$ cat src/rtl/ssr_pkg.sv
package ssr_pkg;
   localparam int unsigned REG_ADDR_W = 2;

   typedef enum logic [REG_ADDR_W-1:0] {
      ADDR_CTRL   = 2'd0,
      ADDR_STATUS = 2'd1,
      ADDR_DATA   = 2'd2
   } reg_addr_e;

   typedef struct packed {
      logic spare;
      logic irq_en;
      logic nine_bit;
      logic single_req;
      logic cont_rx;
      logic master_sel;
      logic sync_mode;
      logic port_en;
   } ctrl_t;
endpackage

$ cat src/rtl/ssr_edge_sync.sv
module ssr_edge_sync #(
   parameter int unsigned SYNC_STAGES = 2,
   parameter bit          SAMPLE_RISE = 1'b1
) (
   input  logic clk,
   input  logic rst_n,
   input  logic sck_async,
   input  logic sdat_async,
   output logic sample_stb,
   output logic sdat_sync
);
   initial begin
      if (SYNC_STAGES < 2) $error("SYNC_STAGES must be at least 2");
   end

   logic [SYNC_STAGES:0]   sck_pipe;
   logic [SYNC_STAGES-1:0] dat_pipe;

   always_ff @(posedge clk or negedge rst_n) begin
      if (!rst_n) begin
         sck_pipe <= '0;
         dat_pipe <= '0;
      end else begin
         sck_pipe <= {sck_pipe[SYNC_STAGES-1:0], sck_async};
         dat_pipe <= {dat_pipe[SYNC_STAGES-2:0], sdat_async};
      end
   end

   assign sdat_sync = dat_pipe[SYNC_STAGES-1];

   generate
      if (SAMPLE_RISE) begin : g_rise
         assign sample_stb = sck_pipe[SYNC_STAGES-1] & ~sck_pipe[SYNC_STAGES];
      end else begin : g_fall
         assign sample_stb = ~sck_pipe[SYNC_STAGES-1] & sck_pipe[SYNC_STAGES];
      end
   endgenerate
endmodule

$ cat src/rtl/ssr_shifter.sv
module ssr_shifter #(
   parameter int unsigned WORD_MAX = 9,
   localparam int unsigned CNT_W  = $clog2(WORD_MAX + 1)
) (
   input  logic                clk,
   input  logic                rst_n,
   input  logic                active,
   input  logic                sample_stb,
   input  logic                din,
   input  logic                long_word,
   output logic                done,
   output logic [WORD_MAX-1:0] word
);
   initial begin
      if (WORD_MAX < 3) $error("WORD_MAX too small");
   end

   logic [CNT_W-1:0]    cnt;
   logic [WORD_MAX-1:0] sr, sr_nxt;
   logic [CNT_W-1:0]    last_idx;

   assign last_idx = long_word ? CNT_W'(WORD_MAX - 1) : CNT_W'(WORD_MAX - 2);

   always_comb begin
      sr_nxt = sr;
      for (int i = 0; i < WORD_MAX; i++) begin
         if (cnt == CNT_W'(i)) sr_nxt[i] = din;
      end
   end

   always_ff @(posedge clk or negedge rst_n) begin
      if (!rst_n) begin
         cnt  <= '0;
         sr   <= '0;
         done <= 1'b0;
         word <= '0;
      end else begin
         done <= 1'b0;
         if (!active) begin
            cnt <= '0;
            sr  <= '0;
         end else if (sample_stb) begin
            if (cnt >= last_idx) begin
               word <= long_word ? sr_nxt : {1'b0, sr_nxt[WORD_MAX-2:0]};
               done <= 1'b1;
               cnt  <= '0;
               sr   <= '0;
            end else begin
               sr  <= sr_nxt;
               cnt <= cnt + 1'b1;
            end
         end
      end
   end


   idle_reset_chk: assert property (@(posedge clk) disable iff (!rst_n)
      !active |=> (cnt == '0));

   cnt_range_chk: assert property (@(posedge clk) disable iff (!rst_n)
      cnt < CNT_W'(WORD_MAX));

   done_active_chk: assert property (@(posedge clk) disable iff (!rst_n)
      done |-> $past(active));
endmodule

$ cat src/rtl/ssr_regs.sv
module ssr_regs
   import ssr_pkg::*;
#(
   parameter int unsigned DATA_W   = 8,
   localparam int unsigned WORD_MAX = DATA_W + 1
) (
   input  logic                  clk,
   input  logic                  rst_n,
   input  logic                  wr_en,
   input  logic [REG_ADDR_W-1:0] wr_addr,
   input  logic [DATA_W-1:0]     wr_data,
   input  logic                  rd_en,
   input  logic [REG_ADDR_W-1:0] rd_addr,
   output logic [DATA_W-1:0]     rd_data,
   input  logic                  done,
   input  logic [WORD_MAX-1:0]   word,
   output logic                  rx_active,
   output logic                  long_word,
   output logic                  irq
);
   initial begin
      if (DATA_W != 8) $error("control byte layout assumes DATA_W == 8");
   end

   ctrl_t             ctrl;
   logic [DATA_W-1:0] hold;
   logic              ninth, full, ovr;
   logic              data_rd;

   assign rx_active = ctrl.port_en & ctrl.sync_mode & ~ctrl.master_sel & ctrl.cont_rx;
   assign long_word = ctrl.nine_bit;
   assign data_rd   = rd_en && (rd_addr == ADDR_DATA);
   assign irq       = full & ctrl.irq_en;

   always_ff @(posedge clk or negedge rst_n) begin
      if (!rst_n) ctrl <= '0;
      else if (wr_en && wr_addr == ADDR_CTRL) ctrl <= ctrl_t'(wr_data);
   end

   always_ff @(posedge clk or negedge rst_n) begin
      if (!rst_n) begin
         hold  <= '0;
         ninth <= 1'b0;
         full  <= 1'b0;
         ovr   <= 1'b0;
      end else begin
         if (data_rd) full <= 1'b0;
         if (!ctrl.cont_rx) ovr <= 1'b0;
         else if (done) begin
            if (full) ovr <= 1'b1;
            else if (!ovr) begin
               hold  <= word[DATA_W-1:0];
               ninth <= word[DATA_W];
               full  <= 1'b1;
            end
         end
      end
   end

   always_comb begin
      unique case (rd_addr)
         ADDR_CTRL:   rd_data = ctrl;
         ADDR_STATUS: rd_data = {4'b0, full, ovr, 1'b0, ninth};
         ADDR_DATA:   rd_data = hold;
         default:     rd_data = '0;
      endcase
   end


   ovr_sticky_chk: assert property (@(posedge clk) disable iff (!rst_n)
      (ovr && ctrl.cont_rx) |=> ovr);

   ovr_hold_chk: assert property (@(posedge clk) disable iff (!rst_n)
      ovr |=> $stable(hold));

   ovr_clear_chk: assert property (@(posedge clk) disable iff (!rst_n)
      !ctrl.cont_rx |=> !ovr);

   rd_clear_chk: assert property (@(posedge clk) disable iff (!rst_n)
      (data_rd && !done) |=> !full);

   irq_follow_chk: assert property (@(posedge clk) disable iff (!rst_n)
      ($rose(full) && ctrl.irq_en) |-> irq);
endmodule

$ cat src/rtl/ssr_rx.sv
module ssr_rx
   import ssr_pkg::*;
#(
   parameter int unsigned DATA_W      = 8,
   parameter int unsigned SYNC_STAGES = 2,
   parameter bit          SAMPLE_RISE = 1'b1
) (
   input  logic        clk,
   input  logic        rst_n,
   input  logic        ext_sck,
   input  logic        ext_sdat,
   input  logic        wr_en,
   input  logic [1:0]  wr_addr,
   input  logic [7:0]  wr_data,
   input  logic        rd_en,
   input  logic [1:0]  rd_addr,
   output logic [7:0]  rd_data,
   output logic        irq
);
   localparam int unsigned WORD_MAX = DATA_W + 1;

   logic                sample_stb, sdat_sync;
   logic                rx_active, long_word, done;
   logic [WORD_MAX-1:0] word;

   ssr_edge_sync #(.SYNC_STAGES(SYNC_STAGES), .SAMPLE_RISE(SAMPLE_RISE)) u_sync (
      .clk(clk), .rst_n(rst_n), .sck_async(ext_sck), .sdat_async(ext_sdat),
      .sample_stb(sample_stb), .sdat_sync(sdat_sync));

   ssr_shifter #(.WORD_MAX(WORD_MAX)) u_shift (
      .clk(clk), .rst_n(rst_n), .active(rx_active), .sample_stb(sample_stb),
      .din(sdat_sync), .long_word(long_word), .done(done), .word(word));

   ssr_regs #(.DATA_W(DATA_W)) u_regs (
      .clk(clk), .rst_n(rst_n), .wr_en(wr_en), .wr_addr(wr_addr),
      .wr_data(wr_data), .rd_en(rd_en), .rd_addr(rd_addr), .rd_data(rd_data),
      .done(done), .word(word), .rx_active(rx_active), .long_word(long_word),
      .irq(irq));
endmodule

$ cat config.mk
export PLATFORM = sky130hd
export DESIGN_NAME = ssr_rx
export DESIGN_NICKNAME = d
export VERILOG_FILES = /design/src/rtl/ssr_pkg.sv /design/src/rtl/ssr_edge_sync.sv /design/src/rtl/ssr_shifter.sv /design/src/rtl/ssr_regs.sv /design/src/rtl/ssr_rx.sv
export SDC_FILE = /design/constraint.sdc
export NUM_CORES = 1
export LEC_CHECK = 0
export BUFFER_PORTS_ARGS = -buffer_cell sky130_fd_sc_hd__buf_2
export CORE_MARGIN = 2
export CORE_UTILIZATION = 49
export CTS_CLUSTER_DIAMETER = 150
export DETAILED_ROUTE_END_ITERATION = 8
export PLACE_DENSITY = 0.76
export SLEW_MARGIN = 20
export SYNTH_ARGS = -nofsm -noshare
export SYNTH_HDL_FRONTEND = slang
export SYNTH_SLANG_ARGS = --single-unit
export TNS_END_PERCENT = 50
$ cat constraint.sdc
create_clock -name clk -period 1.7 [get_ports clk]
set_input_delay 0.51 -clock clk [delete_from_list [all_inputs] [get_ports clk]]
set_output_delay 0.51 -clock clk [all_outputs]
set_load 0.02 [all_outputs]
# Word-level counts from Yosys, hierarchy flattened
# Index checks and enable logic that the tools add are counted.
# totals
register_bits	47
word_cells	79
rom_bits	0
mem_count	0
in_bits	18
latchBits	0
output_inout_bits	9
ramBits	0
# op_classes
eq_ne	13
n_shift	0
n_div	0
n_lt_le_gt_ge	1
n_bitwise	9
add_sub_neg	1
reduce_logical	8
n_mul	0
mux	29
# op_table
operator	count
$mux 9	4
$pmux 8 s3	1
$mux 1	20
$eq 4x3->1 const B	4
$mux 4	4
$eq 4x2->1 const B	2
$ne 2x2->1 const B	3
$and 1x1->1	5
$add 4x1->4 const B	1
$eq 4x1->1 const B	1
$eq 4x4->1 const B	1
$ge 4x4->1	1
$logic_not 2->1	2
$logic_not 4->1	1
$not 1->1	4
$reduce_and 4->1	1
$reduce_and 3->1	1
$eq 2x1->1 const B	1
$eq 2x2->1 const B	1
$logic_and 1x1->1	2
$reduce_and 2->1	1

# Longest topological paths before layout
# Gate-level depths: netlist (run 1).
# depth
word_depth	7
mapped_depth	7
mapped_depth_nobuf	6

# Cells and area by module
# From an unflattened synthesis (run 1), not the netlist that was laid out.
# unflattened
hier_cells	190
hier_area_um2	2363.5
# modules_own_cells
module	instances	cells_each	seq_area_each_um2	area_per_inst_um2
ssr_shifter	1	120	575.6	1296.2
ssr_regs	1	64	475.5	928.4
ssr_edge_sync	1	6	125.1	138.9

# Worst setup path after synthesis (run 1)
# OpenSTA, ideal clock, no wires.
# synth_timing
path_type	input to output
start	input rd_addr[0]
end	output rd_data[0]
setup_slack_ns	-0.207
t_arrival_ns	1.397
path_stages	3
t_required_ns	1.190
path_buffers	1
path_cell_list	clkbuf_1 > mux2i_1 > o21ai_0
# synth_via
elab_chain_len	2
word_cells_on_any_way	4
cone_classes	2 x eq/ne; 1 x mux; 1 x reduce/logical
# synth_lines
element	line	source
start: declaration	ssr_rx.sv:16	input logic [1:0] rd_addr,
$eq 2x2->1, or another cell as far along	ssr_regs.sv:61	unique case (rd_addr)
$pmux 8 s3 (*)	ssr_regs.sv:61	
end: declaration	ssr_rx.sv:17	output logic [7:0] rd_data,
# Every way passes the cells marked *; elsewhere a longest branch is shown, timed or not.

# Final worst setup path (run 1)
# layout_timing
start	register u_regs.ctrl (netlist bit u_regs.long_word)
end	register u_shift.word[0]
# layout_via
elab_chain_len	3
# layout_lines
element	line	source
start: declaration	ssr_regs.sv:25	ctrl_t ctrl;
start signal: assignment	ssr_regs.sv:37	else if (wr_en && wr_addr == ADDR_CTRL) ctrl <= ctrl_t'(wr_data);
$mux 4	ssr_shifter.sv:22	assign last_idx = long_word ? CNT_W'(WORD_MAX - 1) : CNT_W'(WORD_MAX - 2);
$ge 4x4->1	ssr_shifter.sv:43	if (cnt >= last_idx) begin
$reduce_and 3->1 (no source line)	--	
end signal: assignment	ssr_shifter.sv:44	word <= long_word ? sr_nxt : {1'b0, sr_nxt[WORD_MAX-2:0]};
end: declaration	ssr_shifter.sv:12	output logic [WORD_MAX-1:0] word
# No other way between the ends.
# A chain may end at the register's enable or synchronous reset.

==> results of run 1 <==
## cells in the final DEF, fill, tap and decap left out, drive strengths merged
master  Yosys  final
bufinv      0      1
nand2      32     32
a32o        1      1
nor3        1      1
nor4b       1      1
o221ai      8      8
nand3       9      9
nor4bb      1      1
a21oi       9      9
o211ai      1      1
o22ai       1      1
o21a        1      1
o21ai       7      7
a31oi       8      8
inv         4      5
nand2b      3      3
mux2       19     19
a211o       1      1
mux2i       9      9
nand4b      1      1
and2        1      1
dfrtp      47     47
nor2        8      8
nor2b       4      4
ha          8      8
clkbuf      3      6
buf         5     51
a21o        1      1
nor3b       2      2
nor4        1      1
nand3b      1      1
## logic make-up (layout without fill, tap and decap cells)
logic type	after synthesis	count (layout)
AOI/OAI and AO/OA	38	38
DFF	47	47
and+or+nand+nor	65	65
muxes	28	28
buffers and inverters	12	63
adders and majority gates	8	8
## synthesized netlist by cell type (2+ instances only)
master / instances
nor2b_1: 4
nand2b_1: 3
o221ai_1: 8
mux2i_1: 9
dfrtp_1: 47
o21ai_0: 5
nand2_1: 32
nor3b_2: 2
mux2_2: 17
buf_2: 4
inv_1: 4
nor2_1: 6
o21ai_1: 2
a21oi_1: 9
mux2_4: 2
a31oi_1: 8
ha_1: 8
clkbuf_1: 3
nand3_1: 9
## path summary, 6_finish.rpt
| check | startpoint | endpoint | slack, ns | depth (start not counted) |
|---|---|---|---|---|
| max in group asynchronous | rst_n | u_regs.ctrl[3]$_DFFE_PN0P_ | 1.29 | 2 |
| min reg2reg | u_sync.sck_pipe[0]$_DFF_PN0_ | u_sync.sck_pipe[1]$_DFF_PN0_ | 0.36 | 0 |
| max reg2reg | u_regs.long_word$_DFFE_PN0P_ | u_shift.word[0]$_DFFE_PN0P_ | -0.09 | 6 |
| min | rst_n | u_shift.cnt[2]$_DFFE_PN0P_ | 0.16 | 2 |
| max | u_regs.long_word$_DFFE_PN0P_ | u_shift.word[0]$_DFFE_PN0P_ | -0.09 | 6 |
| min in group clk | ext_sdat | u_sync.dat_pipe[0]$_DFF_PN0_ | 0.31 | 1 |
## sequential cells by signal, indices dropped and copies added (netlist names)
signal	flops
u_regs.long_word	1
u_regs.hold	8
u_sync.sck_pipe	3
u_regs.full	1
u_sync.dat_pipe	2
u_regs.ovr	1
u_regs.ninth	1
u_shift.word	9
u_shift.cnt	4
u_regs.ctrl	7
u_shift.done	1
u_shift.sr	9
## per-stage QoR
step                 util  instance area [um^2]  power, W  TNS [ns]  hold slack (ns)
floorplan               -                  2260   0.00141    -0.279            0.214
global placement    0.594                  2610   0.00153    -0.963            0.332
detailed placement  0.594                  2610   0.00155     -2.27            0.342
CTS                 0.650                  2850   0.00247    -0.374            0.170
global route        0.662                  2900   0.00257     -2.08            0.189
finish              0.662                  2900   0.00247    -0.591            0.160
## metal layers
metal | global-route usage | vias up
met3 | 0.0338 | 6
met1 | 0.273 | 845
li1 | - | 821
met4 | 0.107 | 0
met2 | 0.305 | 42
met5 | 0 | -
## worst max-delay path, stage by stage, from the launching register on
cell	delay [ns]
dfrtp_2	0.45
buf_6	0.13
ha_4	0.25
o211ai_2	0.10
o21a_4	0.23
nor3_4	0.20
mux2_4	0.32
## where the power goes
group / switching, W / internal (W)
clock: 0.000388 / 0.000484
combinational: 0.000169 / 0.000188
sequential: 0.0000588 / 0.00118
total: 0.000616 / 0.00185
## what timing repair did
action                     CTS  global route
setup endpoints to repair   27            28
buffers inserted             2             0
pin swaps                    4             0
cloned                       0             0
resized for setup           21            11
## layout make-up
cell class                 instances  area, um^2  area share
sequential                        47        1180       0.406
multi-input combinational        139        1170       0.402
timing repair buffer              51         357       0.123
clock buffer                       6        82.6      0.0284
tap                               52        65.1      0.0224
clock inverter                     2        38.8      0.0134
inverter                           4        15.0     0.00517
==> results.cfg, run 1 <==
[outcome]
status = complete, but fails checks
failing_checks = setup timing

[synth]
mappedNetlistArea_mm2 = 0.00225
post_synth_xor_area_fraction = 0
ys_warn_count = 0
synth-adder-area-share = 0.0444
area_fraction_in_compound_gates_after_synthesis = 0.115
yosys.area.top_type = dfrtp_1
post-synth-top-area-fraction = 0.522
synth_top_family_by_area = simple AND/OR/NAND/NOR gates
muxShareOfSynthArea = 0.138
synth.net_count = 224
postSynthAreaPerCell_um2 = 11.4
synth_area_leaders = dfrtp_1 52%, mux2_2 8.5%, nand2_1 5.3%, ha_1 4.4%, mux2i_1 4.0%
async_flop_share = 1.00
synth.yosys.seq_area_share = 0.522
synth-edff-count = 0
post_synth_inst_count = 198
dominantRegCellSynth = dfrtp_1
post_synth_num_cell_types = 35
synth.ff_latch_count = 47
post_synth_and_or_nand_nor_area_fraction = 0.156

[route]
dr.pass1.iters = 6
1st_iter_drt_viols = 93
antenna_left = 0
met3_length_um = 180
met2_layer_wire_length_in_the_routed_design_mm = 2.39
routedLengthMet1_mm = 2.16
postRouteWirelength_mm = 4.80
route.detailed.drc = 0
route.detailed.wl_per_inst_um = 16.0
vias = 1714
top_layer = met4
vias_per_cell = 5.69

[worst_hold_path]
worst_hold_path_type = primary input to asynchronous set/reset pin

[job]
cap_viol_max_count = 0

[power_and_ir_drop]
vdd_drop_max_mv = 0.642
power_density_mw_per_mm2 = 850
power.static_leakage_nw = 1.34

[worst_setup_path]
worst_ep_arrival_time_ns = 1.98
path_max_fanout = 4
end_kind = flop
cp-start-kind = flop
critPathRequiredTime_ns = 1.90
timing.setup.critical_path_class = flop to flop

[clock_network]
cts_sinks = 47
clock_path_buffers = 2
cts_buffers = 5
tritoncts = built
cts-hold-fix-buffers = 0
clk_root_buffer_cell = clkbuf_8
htree_num_levels = 2
worst_skew_pair.late_latency_ns = 0.31
clk_pin_slew_worst_paths_ns = 0.09

[die]
placeableCoreArea_mm2 = 0.00438
die_x_um = 71.8
die_area_mm2 = 0.00516
die_height_um = 71.8
initial_utilization = 0.514
top_level_pins = 27
rows = 24

[timing]
max_slew.worst_pin.slew_ns = 0.287
finalCritPeriodShare = 1.05
timing.clock.skew_ns = 0.0108
maxClockFrequency_mhz = 560
slew_viol_final = 0
timing_hold_violations_final = 0
relSlewSlack = 0.803
setup_repair_after_global_routing_missed_its_margin = yes
period_needed_ns = 1.79
final_critical_path_setup_slack_ns = -0.0860
setup_viol = 17

[final_layout]
area_growth_pct = 28.7
design.final.nets = 274
final_cell_count_no_fill = 301
fillers = 327
layout-drive-gt1-share = 0.434
num_antenna_cells = 0

[global_route]
grt_pass1_wl_mm = 7.76
initial_antenna_violation_count = 0
maximum_number_of_pins_on_one_net_before_global_route_repair = 48
global_route_usage_sum = 0.200
first_global_vias = 1624
grt.overflow.total = 0

[place]
final_replace_weighted_congestion = 0.781
io_buffers = 26
dpl.cell_count = 291
detailedPlace.worstSlack_ns = -0.120
dp_hpwl_mm = 3.32
(Power assumes the default switching activity.)
==> inputs of run 2 (changes only) <==
--- a/config.mk
+++ b/config.mk
@@ -8,3 +8,3 @@
 export BUFFER_PORTS_ARGS = -buffer_cell sky130_fd_sc_hd__buf_2
-export CORE_MARGIN = 2
+export CORE_MARGIN = 8
 export CORE_UTILIZATION = 49
==> constraint.sdc (replaced) <==
create_clock -name clk -period 1.7 [get_ports clk]
set_input_delay 0.255 -clock clk [delete_from_list [all_inputs] [get_ports clk]]
set_output_delay 0.255 -clock clk [all_outputs]
set_load 0.02 [all_outputs]
==> results.cfg, run 2 (synthesis gave the netlist of run 1 again) <==
[route]
1st_iter_drt_viols = 88
antenna_left = 0
route.detailed.wl_per_inst_um = 15.9
route.detailed.drc = 0
vias = 1659
dr.pass1.iters = 4
vias_per_cell = 5.53
postRouteWirelength_mm = 4.77

[power_and_ir_drop]
vdd_drop_max_mv = 0.563
power.static_leakage_nw = 1.31
power_density_mw_per_mm2 = 820

[timing]
final_critical_path_setup_slack_ns = -0.0701
finalCritPeriodShare = 1.04
relSlewSlack = 0.694
setup_viol = 17
setup_repair_after_global_routing_missed_its_margin = yes
timing.clock.skew_ns = 0.00819
period_needed_ns = 1.77
maxClockFrequency_mhz = 565
max_slew.worst_pin.slew_ns = 0.458
fin_hold_ws_ns = 0.0537
slew_viol_final = 0
timing_hold_violations_final = 0

[worst_setup_path]
startpoint_of_the_most_critical_setup_path = u_regs.long_word$_DFFE_PN0P_
critPathRequiredTime_ns = 1.90
r2r_start = u_regs.long_word$_DFFE_PN0P_
timing.setup.critical_path_class = flop to flop
critPathMaxStageDelay_ns = 0.42
cp-start-kind = flop
end_kind = flop
crit_slowest_cell = dfrtp_1
worst_ep_arrival_time_ns = 1.97
path_max_fanout = 4
path_delay_family = flip-flops
worstPathBufferInverterCount = 1
cp_cell_sequence = inv_2 > ha_4 > o211ai_4 > o21a_4 > nor3_4 > mux2_4

[final_layout]
mostFrequentLayoutCells = 47 x dfrtp_1, 31 x nand2_1, 26 x buf_2
biggestRegsByFlops = u_shift.sr: 9 flops, u_shift.word: 9 flops, u_regs.hold: 8 flops
area_growth_pct = 24.6
fillers = 337
mostFrequentLayoutCell = dfrtp_1
design.final.nets = 273
finish.instance_area_mm2 = 0.00281
layout.area.seq_mm2 = 0.00118
layout-drive-gt1-share = 0.391
num_antenna_cells = 0
area_occupied_by_multi_input_gates_mm2 = 0.00112

[clock_network]
worst_skew_pair.late_latency_ns = 0.30
clk_root_buffer_cell = clkbuf_8
htree_num_levels = 2
clk_pin_slew_worst_paths_ns = 0.08
cts_buffers = 5
clock_path_buffers = 2
cts_sinks = 47
tritoncts = built

[place]
detailedPlace.worstSlack_ns = -0.129
io_buffers = 26
placed_cell_area_mm2 = 0.00258
final_replace_weighted_congestion = 0.822
dp_hpwl_mm = 3.35

[die]
top_level_pins = 27
die_area_mm2 = 0.00703
placeableCoreArea_mm2 = 0.00438
die_height_um = 83.8
die_x_um = 83.8
initial_utilization = 0.514
rows = 24

[global_route]
grt.overflow.total = 0
first_global_vias = 1675
global_route_usage_sum = 0.140
maximum_number_of_pins_on_one_net_before_global_route_repair = 30
grt_pass1_wl_mm = 8.11
initial_antenna_violation_count = 0

[outcome]
failing_checks = setup timing
status = complete, but fails checks

[worst_hold_path]
worst_hold_path_type = primary input to flop
holdCritStartpoint = ext_sdat

[job]
cap_viol_max_count = 0
-- run 2: cell count changes in the layout (fill, tap and decap cells not counted), sizes merged --
cell / change
buf: -2
bufinv: -1
clkbuf: +1
clkinvlp: +1
dlygate4sd3: +1
inv: -1
-- run 2: stage by stage --
stage / instances / TNS [ns] / total power (W) / util
after detailed placement: 288 / -1.48 / 0.00153 / 0.588
after global placement: 288 / -0.273 / 0.00152 / 0.588
final: 300 / -0.524 / 0.00230 / 0.641
after global routing: 300 / -2.44 / 0.00241 / 0.641
after CTS: 299 / -0.727 / 0.00230 / 0.629
after floorplan: 198 / -0.161 / 0.00141 / -
-- run 2: per-layer routing --
metal,vias up,part of all wire,GRT usage
li1,817,-,-
met1,788,0.46,0.174
met2,45,0.46,0.220
met3,9,0.059,0.0430
met4,0,0.018,0.0518
met5,-,0,0
-- run 2: final cells by class --
cell class | count | share of cell area
Clock inverter | 1 | 0.00267
Multi-Input combinational cell | 139 | 0.399
Sequential cell | 47 | 0.419
Timing Repair Buffer | 50 | 0.117
Tap cell | 52 | 0.0232
Clock buffer | 7 | 0.0343
Inverter | 4 | 0.00534
-- run 2: final timing paths --
path | slack [ns] | cells past startpoint | endpoint
min in group asynchronous | 0.43 | 2 | u_regs.ctrl[3]$_DFFE_PN0P_
hold reg to reg | 0.35 | 0 | u_sync.sck_pipe[1]$_DFF_PN0_
hold / removal | 0.05 | 1 | u_sync.dat_pipe[0]$_DFF_PN0_
setup reg to reg | -0.07 | 6 | u_shift.word[8]$_DFFE_PN0P_
max in group asynchronous | 0.77 | 3 | u_shift.word[6]$_DFFE_PN0P_
setup / recovery | -0.07 | 6 | u_shift.word[8]$_DFFE_PN0P_
-- run 2: worst reg2reg max path, stage by stage (launching register included) --
cell and delay [ns]:
dfrtp_1 0.42, inv_2 0.10, ha_4 0.30, o211ai_4 0.08, o21a_4 0.25, nor3_4 0.20, mux2_4 0.32
-- run 2: where the power goes --
part           internal, W  switching (W)  total [W]
sequential         0.00118      0.0000555    0.00123
clock             0.000370       0.000370   0.000740
combinational     0.000168       0.000162   0.000330
-- run 2: repair_timing --
| item | CTS | global route |
|---|---|---|
| hold buffers | 1 | 0 |
| gates resized for setup | 10 | 6 |
| pin swaps | 2 | 5 |
| cloned | 0 | 0 |
| setup buffers | 2 | 1 |
| hold endpoints to repair | 18 | 0 |
| endpoints found under the setup margin | 20 | 21 |
==> inputs of run 3 (changes only) <==
- PLACE_DENSITY: 0.76 -> 0.73
- clock period: 1.7 -> 2 ns (I/O delays scaled with it)
==> results.cfg, run 3 (synthesis gave the netlist of run 1 again) <==
[outcome]
status = finished, final reports clean

[worst_setup_path]
end_kind = flop
reg_to_reg_setup_timing_slack_ns = 0.13
cp-start-kind = flop
worst_ep_arrival_time_ns = 2.06
ff_to_ff_path_depth = 6
capture_point_of_the_worst_path = u_shift.word[8]$_DFFE_PN0P_
timing.setup.critical_path_class = flop to flop
critPathRequiredTime_ns = 2.19
regToRegEndpoint = u_shift.word[8]$_DFFE_PN0P_
path_max_fanout = 5
startpoint_of_the_most_critical_setup_path = u_regs.long_word$_DFFE_PN0P_
r2r_start = u_regs.long_word$_DFFE_PN0P_

[route]
vias_per_cell = 5.49
1st_iter_drt_viols = 73
vias = 1566
route.detailed.wl_per_inst_um = 15.8
antenna_left = 0
dr.pass1.iters = 4
postRouteWirelength_mm = 4.50
route.detailed.drc = 0

[timing]
max_slew.worst_pin.slew_ns = 0.593
slew_viol_final = 0
setup_viol = 0
timing.clock.skew_ns = 0.00183
setup_repair_after_global_routing_missed_its_margin = no
timing_hold_violations_final = 0
maxClockFrequency_mhz = 535
relSlewSlack = 0.605
fin_tns_setup_ns = 0
finalCritPeriodShare = 0.935
period_needed_ns = 1.87

[final_layout]
design.final.nets = 258
finish.instance_area_mm2 = 0.00259
layout-drive-gt1-share = 0.313
biggestRegsByFlops = u_shift.sr: 9 flops, u_shift.word: 9 flops, u_regs.hold: 8 flops
area_growth_pct = 15.1
mostFrequentLayoutCells = 47 x dfrtp_1, 31 x nand2_1, 26 x buf_2
final_cell_count_no_fill = 285
mostFrequentLayoutCell = dfrtp_1
num_antenna_cells = 0

[global_route]
global_route_usage_sum = 0.132
initial_antenna_violation_count = 0
maximum_number_of_pins_on_one_net_before_global_route_repair = 48
first_global_vias = 1620
grt_pass1_wl_mm = 7.78
grt.overflow.total = 0

[die]
rows = 24
die_height_um = 83.8
die_x_um = 83.8
top_level_pins = 27
initial_utilization = 0.514
die_area_mm2 = 0.00703
placeableCoreArea_mm2 = 0.00438

[clock_network]
cts_setup_buffers = 0
cts_buffers = 5
clk_pin_slew_worst_paths_ns = 0.08
htree_num_levels = 2
tritoncts = built
clk_root_buffer_cell = clkbuf_8
worst_skew_pair.late_latency_ns = 0.29
clock_path_buffers = 2
cts_sinks = 47

[place]
dpl.cell_count = 277
placed_cell_area_mm2 = 0.00248
dp_hpwl_mm = 3.29
final_replace_weighted_congestion = 0.801
io_buffers = 26

[job]
cap_viol_max_count = 0

[power_and_ir_drop]
vdd_drop_max_mv = 0.550
power.static_leakage_nw = 1.22
power_density_mw_per_mm2 = 700

[worst_hold_path]
worst_hold_path_type = primary input to asynchronous set/reset pin
run 3: cell count changes in the layout (fill, tap and decap cells not counted), moves of 2 or more:
cell      change
o221ai_2      -7
buf_4        -12
ha_1          +2
clkbuf_1      +2
o21ai_1       -2
o221ai_1      +7
clkbuf_8      -2
ha_4          -2
run 3: per-layer routing:
metal  wire, um  vias to the layer above  global-route usage  share of wire
met5          0                        -                   0              0
met4         60                        0              0.0471          0.013
met3        280                        7              0.0400          0.062
met2       2020                       38               0.200           0.45
met1       2140                      738               0.172           0.48
li1           -                      783                   -              -
run 3: timing repair:
item                       CTS  global route
hold buffers                 0             0
setup endpoints to repair    0            19
resized for setup            0             6
run 3: worst min path at each step:
stage,start,endpoint
finish,rst_n,u_regs.ctrl[2]$_DFFE_PN0P_
global route,ext_sdat,u_sync.dat_pipe[0]$_DFF_PN0_
CTS,ext_sdat,u_sync.dat_pipe[0]$_DFF_PN0_
floorplan,rst_n,u_regs.ctrl[0]$_DFFE_PN0P_
detailed placement,u_sync.dat_pipe[0]$_DFF_PN0_,u_sync.dat_pipe[1]$_DFF_PN0_
global placement,u_sync.dat_pipe[0]$_DFF_PN0_,u_sync.dat_pipe[1]$_DFF_PN0_
run 3: cell type report:
type	instances	area [um^2]
Clock inverter	1	5.00
Inverter	4	15.0
Sequential cell	47	1180
Fill cell	387	1790
Clock buffer	7	76.3
Timing Repair Buffer	35	198
Multi-Input combinational cell	139	1060
Tap cell	52	65.1
run 3: report_power, final:
part | switching [W] | total [W] | internal [W] | leakage [nW]
combinational | 0.000124 | 0.000227 | 0.000103 | 0.555
clock | 0.000296 | 0.000541 | 0.000246 | 0.0422
sequential | 0.0000465 | 0.00105 | 0.00100 | 0.628
total | 0.000466 | 0.00182 | 0.00135 | 1.22
run 3: through the flow:
step	total power (W)	worst slack (ns)	hold WS, ns	util
after detailed placement	0.00129	0.0342	0.339	0.567
after global routing	0.00190	0.00418	0.0989	0.592
final	0.00182	0.130	0.0829	0.592
after floorplan	0.00120	0.219	0.00441	-
after CTS	0.00183	0.0186	0.100	0.585
after global placement	0.00128	0.151	0.332	0.567
run 3: worst max-delay path, stage by stage (launching register included):
cell	delay, ns
dfrtp_1	0.41
inv_1	0.11
ha_1	0.34
o211ai_2	0.13
o21a_4	0.25
nor3_4	0.19
mux2_4	0.32
